`config.mk`:
```
export PLATFORM = sky130hd
export DESIGN_NAME = spc_judge
export DESIGN_NICKNAME = d
export VERILOG_FILES = /design/src/rtl/spc_pkg.sv /design/src/rtl/spc_judge.sv
export SDC_FILE = /design/constraint.sdc
export NUM_CORES = 1
export LEC_CHECK = 0
export ABC_AREA = 1
export BUFFER_PORTS_ARGS = -buffer_cell sky130_fd_sc_hd__buf_2
export CAP_MARGIN = 20
export CORE_ASPECT_RATIO = 2
export CORE_MARGIN = 5
export CORE_UTILIZATION = 56
export CTS_BUF_LIST = sky130_fd_sc_hd__clkbuf_16
export DETAILED_ROUTE_END_ITERATION = 6
export PLACE_DENSITY = 0.86
export SYNTH_ARGS = -nofsm -noshare
export SYNTH_HDL_FRONTEND = slang
export SYNTH_SLANG_ARGS = --single-unit
```
`constraint.sdc`:
```
create_clock -name clk -period 11 [get_ports clk]
set_input_delay 3.3 -clock clk [delete_from_list [all_inputs] [get_ports clk]]
set_output_delay 3.3 -clock clk [all_outputs]
set_load 0.05 [all_outputs]
```
`src/rtl/spc_pkg.sv`:
```
package spc_pkg;

  localparam int STAMP_W = 32;
  typedef logic [STAMP_W-1:0] stamp_t;

  // signed distance from leading stamp to trailing stamp, modulo 2^STAMP_W
  function automatic stamp_t slack_of(input stamp_t lead_ts, input stamp_t trail_ts);
    return trail_ts - lead_ts;
  endfunction

  // trailing store committed strictly earlier than its partner
  function automatic logic trail_is_early(input stamp_t lead_ts, input stamp_t trail_ts);
    stamp_t d;
    d = slack_of(lead_ts, trail_ts);
    return d[STAMP_W-1];
  endfunction

endpackage

```
`src/rtl/spc_judge.sv`:
```
module spc_judge #(
  parameter int ADDR_W = 32,
  parameter int DATA_W = 32,
  parameter int CNT_W  = 32
) (
  input  logic                   clk,
  input  logic                   rst_n,
  input  logic                   fire,
  input  logic [ADDR_W-1:0]      m_addr,
  input  logic [DATA_W-1:0]      m_data,
  input  spc_pkg::stamp_t        m_ts,
  input  logic [ADDR_W-1:0]      r_addr,
  input  logic [DATA_W-1:0]      r_data,
  input  spc_pkg::stamp_t        r_ts,
  input  logic                   fault_clr,
  output logic                   mismatch,
  output logic                   lead_evt,
  output logic                   lag_evt,
  output logic                   fault,
  output logic [CNT_W-1:0]       lead_cnt,
  output logic [CNT_W-1:0]       lag_cnt,
  output spc_pkg::stamp_t        max_lag
);
  spc_pkg::stamp_t slack;
  logic            early;

  assign slack    = spc_pkg::slack_of(m_ts, r_ts);
  assign early    = spc_pkg::trail_is_early(m_ts, r_ts);
  assign mismatch = fire && ((m_addr != r_addr) || (m_data != r_data));
  assign lead_evt = fire && early;
  assign lag_evt  = fire && !early;

  always_ff @(posedge clk) begin
    if (!rst_n) begin
      fault    <= 1'b0;
      lead_cnt <= '0;
      lag_cnt  <= '0;
      max_lag  <= '0;
    end else begin
      fault <= (fault && !fault_clr) || mismatch;
      if (lead_evt) lead_cnt <= lead_cnt + 1'b1;
      if (lag_evt) begin
        lag_cnt <= lag_cnt + 1'b1;
        if (slack > max_lag) max_lag <= slack;
      end
    end
  end
endmodule

```
==> results.yml, run 1 <==
min_path:
  min_path_type: "flop to flop"
sta:
  finClkSkew_ns: 0.0117
  setup_viol_count_final: 0
  setup_ws_ns: 2.20
  tns_ns: 0
  max_slew.worst_pin.slew_ns: 0.863
  maxSlewViolCount: 0
  post-route-min-period_ns: 8.80
  worst_slew_margin_rel: 0.424
  hold_viol: 0
  finalCritPeriodShare: 0.800
  rsz0062_at_grt: "false"
  fmax_ghz: 0.114
floorplanning:
  die_x_um: 99.4
  dieArea_mm2: 0.0188
  die_h_um: 189
  initial_utilization: 0.568
  io_pins: 296
  coreArea_mm2: 0.0158
  row_count: 65
clock_network:
  insertion_delay_ns: 0.35
  cts_tree: "yes"
  cts_setup_buffers: 0
  cts_resized: 0
  clk_pin_slew_worst_paths_ns: 0.07
  clockRootBuffer: "clkbuf_16"
  hold_buffers: 0
  cts_max_level: 3
  clock_sink_count: 97
  cts_buffers: 9
  max-clock-path-buffers: 2
power:
  power_mw: 1.19
  power_leakage_nw: 5.72
  powerDensity_mw_per_mm2: 110
  ir_worst_vdd_mv: 0.0697
global_routing:
  antenna_found_initial: 2
  grt_pass1_wl_um: 50100
  grt_max_degree: 73
  grt_overflow: 0
  grt_pass1_vias: 10500
  grt_use_total: 0.331
drt:
  first_pass_iters: 5
  drcViolationCount: 0
  drtIter0Drc: 491
  routedWlPerCell_um: 15.7
  viasPerCell: 5.30
  ant_nets: 0
  via_count: 10600
  wirelength_um: 31400
logic_synthesis:
  synth_async_sr_flop_share: 0
  synth_top_area_cell: "dfxtp_1"
  synthMuxAreaShare: 0
  synth-simple-area-share: 0.395
  synth_top_area_frac: 0.217
  ys_types: 33
  yosysWarnings: 0
  synth_cells: 1508
  synth_xor_area_frac: 0.103
  synth-seq-area-share: 0.217
  synth_adder_area_share: 0.0930
  synth-compound-area-share: 0.0775
  synthTopCellsByCount: "451 x nand2_1, 222 x inv_1, 202 x nor2_1"
  syn_area_mm2: 0.00896
  synth_edf_count: 0
  synthFlopType: "dfxtp_1"
  ys_top_cells_by_area: "dfxtp_1 22%, nand2_1 19%, inv_1 9.3%"
  syn_nets: 1770
  synth_most_common_cell: "nand2_1"
  ys_ff_latch: 97
  synth_top_family_by_area: "simple AND/OR/NAND/NOR gates"
  syn_avg_cell_area_um2: 5.94
final_layout:
  drive_gt1_frac: 0.190
  syn_to_final_growth_pct: 21.1
  fin_nets: 2050
  fin_util: 0.687
  num_antenna_cells: 0
  layoutNonFillerInstCount: 1993
critical_path:
  worstPathMaxFanout: 40
  slowest_stage: "buf_4"
  slowest_delay_ns: 0.36
  crit_path_frequent_cell: "nand2_1"
  crit_family: "buffers and inverters"
  critPathKind: "input pin to primary output"
  ff2ff_setup_slack_ns: 8.40
  critPathBufInv: 5
  cp.required_ns: 7.70
  arrival_ns: 5.50
  crit_chain: "buf_2 > inv_1 > ha_1 > nand2_1 > clkinv_1 > nand2_1 > nand2_1 > nand2_1 > nand2_1 > a21oi_2 > nand2_1 > nand2_1 > nand2_2 > nor2_2 > buf_4 > buf_2"
  crit_path_end_kind: "primary output"
  start_kind: "input pin"
flow_run:
  max-cap-violations: 0
outcome:
  outcome: "finished, final reports clean"
placed_design:
  dp_slack_ns: 2.22
  portBuffers: 295
  hpwl_um: 26300
  placedCellCount: 1978
  place.gp.congestion: 1.07
-- metal layers --
| metal | vias up | share of wire | wire, µm | GRT usage |
|---|---|---|---|---|
| met2 | 407 | 0.52 | 16400 | 0.615 |
| met3 | 129 | 0.054 | 1690 | 0.0450 |
| met1 | 4733 | 0.34 | 10800 | 0.332 |
| met5 | - | 0.0011 | 35 | 0 |
| li1 | 5285 | - | - | - |
| met4 | 4 | 0.077 | 2400 | 0.228 |
-- per-stage QoR --
stage | hold WS [ns] | cell area, µm²
floorplan | 0.684 | 8960
global placement | 0.446 | 10600
detailed placement | 0.476 | 10600
CTS | 0.478 | 10800
global route | 0.505 | 10800
finish | 0.477 | 10800
-- logic make-up (layout without fill, tap and decap cells) --
family | after synthesis | count (layout)
buf+inv | 259 | 543
simple gates | 849 | 849
fa+ha+maj | 66 | 66
xor+xnor | 105 | 105
flops | 97 | 97
compound gates | 132 | 132
-- tightest hold or removal path, delay by kind of cell, from the launching register on --
| family | cells | cell delay [ns] |
|---|---|---|
| buffers and inverters | 1 | 0.07 |
| DFF | 1 | 0.31 |
| and+or+nand+nor | 1 | 0.05 |
-- power by group --
part	internal (mW)	switching, mW	total [mW]	leakage [nW]
Clock	0.176	0.142	0.318	0.142
Sequential	0.370	0.0153	0.385	0.786
Combinational	0.165	0.326	0.491	4.79
-- area by class of cell --
type	count	area [µm²]
Fill cell	1542	4930
Multi-Input combinational cell	1152	5990
Clock buffer	9	225
Clock inverter	6	65.1
Timing Repair Buffer	300	1510
Tap cell	201	251
Inverter	228	856
Sequential cell	97	1940
-- flip-flops by register name (all words and copies together), names as in the netlist --
name / count
lead_cnt: 32
max_lag: 32
fault: 1
lag_cnt: 32
-- worst paths after layout --
path,startpoint,end,depth (start not counted)
setup reg to reg,max_lag[15],max_lag[15],15
hold reg to reg,max_lag[31],max_lag[31],2
hold / removal,max_lag[31],max_lag[31],2
setup / recovery,m_ts[17],lead_evt,16
-- cell usage in the layout, fill, tap and decap left out, types with 5 or more instances in the layout --
master / n
inv_1: 222
xor2_1: 63
a21oi_1: 105
nand4_1: 28
xnor2_1: 42
nor4_1: 11
nor3_1: 41
o21bai_1: 5
dfxtp_1: 97
clkbuf_16: 9
nand3_1: 86
ha_1: 65
buf_2: 295
nand3b_1: 8
o21ai_0: 13
nand2_1: 451
buf_4: 5
inv_2: 5
nor2_1: 202
nand2_2: 7
or2_2: 7
Power figures use the tool's default switching activity.
==> run 2: changes to the inputs <==
- ABC_AREA: 1 -> 0
- CORE_UTILIZATION: 56 -> 46
- PLACE_DENSITY: 0.86 -> 0.78
- clock period: 11 -> 7.1 ns (I/O delays scaled with it)
==> run 2 against run 1 <==
  * Sequential power increased by 54%
  * Register-to-register slack got worse by 4.0 ns
  * Synthesized cell count shrank 33%
  * Combinational power rose by 47%
  * First-iteration DRC count decreased by 35%
  * Global-route usage shrank 6.7 points
  * Utilization shrank 10 points
  * Setup slack lost 1.7 ns
  * Cell count is 25% lower
  * Non-clock buffer count rose by 6
  * Largest power group unchanged
  * Highest routed layer is now met4
==> results.yml, run 2 <==
outcome:
  outcome: "finished, final reports clean"
drt:
  routedWlPerCell_um: 17.7
  first_pass_iters: 4
  drcViolationCount: 0
  drtIter0Drc: 321
  ant_nets: 0
  wirelength_um: 26600
  via_count: 8723
  viasPerCell: 5.82
min_path:
  min_path_type: "flop to flop"
  min-delay-start: "lag_cnt[31]"
  hold_end: "lag_cnt[31]"
  holdPathStages: 2
sta:
  post-route-min-period_ns: 6.61
  worst_slew_margin_rel: 0.328
  finClkSkew_ns: 0.00966
  hold_slack_ns: 0.467
  setup_viol_count_final: 0
  tns_ns: 0
  fmax_ghz: 0.151
  rsz0062_at_grt: "false"
  maxSlewViolCount: 0
  hold_viol: 0
  max_slew.worst_pin.slew_ns: 0.981
  finalCritPeriodShare: 0.931
clock_network:
  clk_pin_slew_worst_paths_ns: 0.07
  cts_resized: 0
  clockRootBuffer: "clkbuf_16"
  cts_buffers: 9
  hold_buffers: 0
  cts_max_level: 3
  insertion_delay_ns: 0.36
  clock_sink_count: 97
  max-clock-path-buffers: 2
  cts_tree: "yes"
  cts_setup_buffers: 0
critical_path:
  crit_path_end_kind: "primary output"
  cp.required_ns: 4.97
  ff2ff_setup_slack_ns: 4.38
  slowest_delay_ns: 0.38
  worstReg2RegEnd: "max_lag[0]"
  worstRegToRegCells: 10
  r2r-start: "max_lag[13]"
  critPathKind: "input pin to primary output"
  crit_chain: "buf_2 > inv_1 > ha_1 > a21oi_1 > o211ai_1 > o2111ai_1 > a31o_2 > a21o_2 > mux2i_1 > buf_2"
  start_kind: "input pin"
  slowest_stage: "ha_1"
  crit_path_frequent_cell: "buf_2"
  worstPathMaxFanout: 7
  arrival_ns: 4.48
floorplanning:
  row_count: 67
  dieArea_mm2: 0.0199
  coreArea_mm2: 0.0168
  io_pins: 296
  initial_utilization: 0.466
  die_x_um: 102
  die_h_um: 194
final_layout:
  regArea_mm2: 0.00194
  multi_input_area_mm2: 0.00535
  layoutNonFillerInstCount: 1499
  fin_nets: 1549
  num_antenna_cells: 0
  top_regs: "lag_cnt x32, lead_cnt x32, max_lag x32"
  syn_to_final_growth_pct: 25.0
  final_cell_mix: "295 x buf_2, 129 x a21oi_1, 97 x dfxtp_1, 92 x inv_1, 69 x o21ai_0"
  final_common_cell: "buf_2"
  fill_cells: 1609
  fin_util: 0.583
  drive_gt1_frac: 0.269
placed_design:
  placedCellCount: 1483
  portBuffers: 295
  hpwl_um: 21400
  place.gp.congestion: 0.939
global_routing:
  top_usage_layer: "met2"
  grt_use_total: 0.264
  grt_pass1_wl_um: 42000
  grt_max_degree: 71
  grt_pass1_vias: 8847
  antenna_found_initial: 0
  grt_use_met3: 0.0506
  use_met2: 0.515
  grtUsageMet1: 0.246
  grt_overflow: 0
logic_synthesis:
  ys_ff_latch: 97
  synthTopCellsByCount: "129 x a21oi_1, 97 x dfxtp_1, 93 x inv_1"
  yosysWarnings: 0
  synthFlopType: "dfxtp_1"
  syn_avg_cell_area_um2: 7.71
  synth_most_common_cell: "a21oi_1"
  synth_cells: 1013
  synth-seq-area-share: 0.248
  ys_types: 71
  syn_area_mm2: 0.00781
  synth_top_area_frac: 0.248
  synth_edf_count: 0
  syn_nets: 1275
  synth_top_area_cell: "dfxtp_1"
  synth_async_sr_flop_share: 0
  ys_top_cells_by_area: "dfxtp_1 25%, ha_1 10%, a21oi_1 8.3%"
power:
  power_leakage_nw: 4.24
  powerDensity_mw_per_mm2: 188
  ir_worst_vdd_mv: 0.128
  power_mw: 1.84
flow_run:
  max-cap-violations: 0
==> run 2: how the worst max path moves through the flow <==
stage / from / endpoint / slack, ns / cells past startpoint
floorplan: m_ts[22] / lead_evt / 0.38 / 8
global placement: m_ts[11] / max_lag[0] / 0.40 / 18
detailed placement: m_ts[11] / max_lag[0] / 0.24 / 18
CTS: m_ts[2] / lead_evt / 0.54 / 10
global route: r_ts[0] / max_lag[0] / 0.22 / 20
finish: m_ts[10] / lead_evt / 0.49 / 10
==> run 2: critical path: cells and delay by family <==
family          cells  cell delay, ns
buf+inv             3            0.44
fa+ha+maj           1            0.38
mux                 1            0.34
compound gates      5            1.17
==> run 2: layout make-up <==
type                    instances  share of cell area
repair buffers                306               0.160
clock buffers                   9              0.0231
well taps                     207              0.0265
flip-flops and latches         97               0.199
multi-input cells             780               0.548
clock inverters                 7             0.00871
inverters                      93              0.0357
==> run 2: where the power goes <==
part | leakage [nW] | internal [mW] | switching, mW | total [mW]
clock | 0.152 | 0.282 | 0.245 | 0.527
sequential | 0.785 | 0.569 | 0.0214 | 0.591
combinational | 3.30 | 0.263 | 0.460 | 0.723
total | 4.24 | 1.11 | 0.726 | 1.84
==> run 2: metal layers <==
| layer | wire (µm) | share of wire |
|---|---|---|
| met5 | 0 | 0 |
| met4 | 1320 | 0.050 |
| met3 | 1610 | 0.061 |
| met2 | 14800 | 0.56 |
| met1 | 8850 | 0.33 |
==> run 2: kinds of logic after synthesis <==
kind of cell	count (synthesis)	synth area share
compound gates	309	0.246
simple gates	302	0.212
buf+inv	136	0.0690
flops	97	0.248
xor+xnor	95	0.106
fa+ha+maj	66	0.107
mux	8	0.0115
==> run 2: metrics by stage <==
stage / setup WS [ns] / area [µm²]
finish: 0.488 / 9770
floorplan: 0.379 / 7820
global placement: 0.403 / 9460
detailed placement: 0.244 / 9460
CTS: 0.536 / 9770
global route: 0.219 / 9770
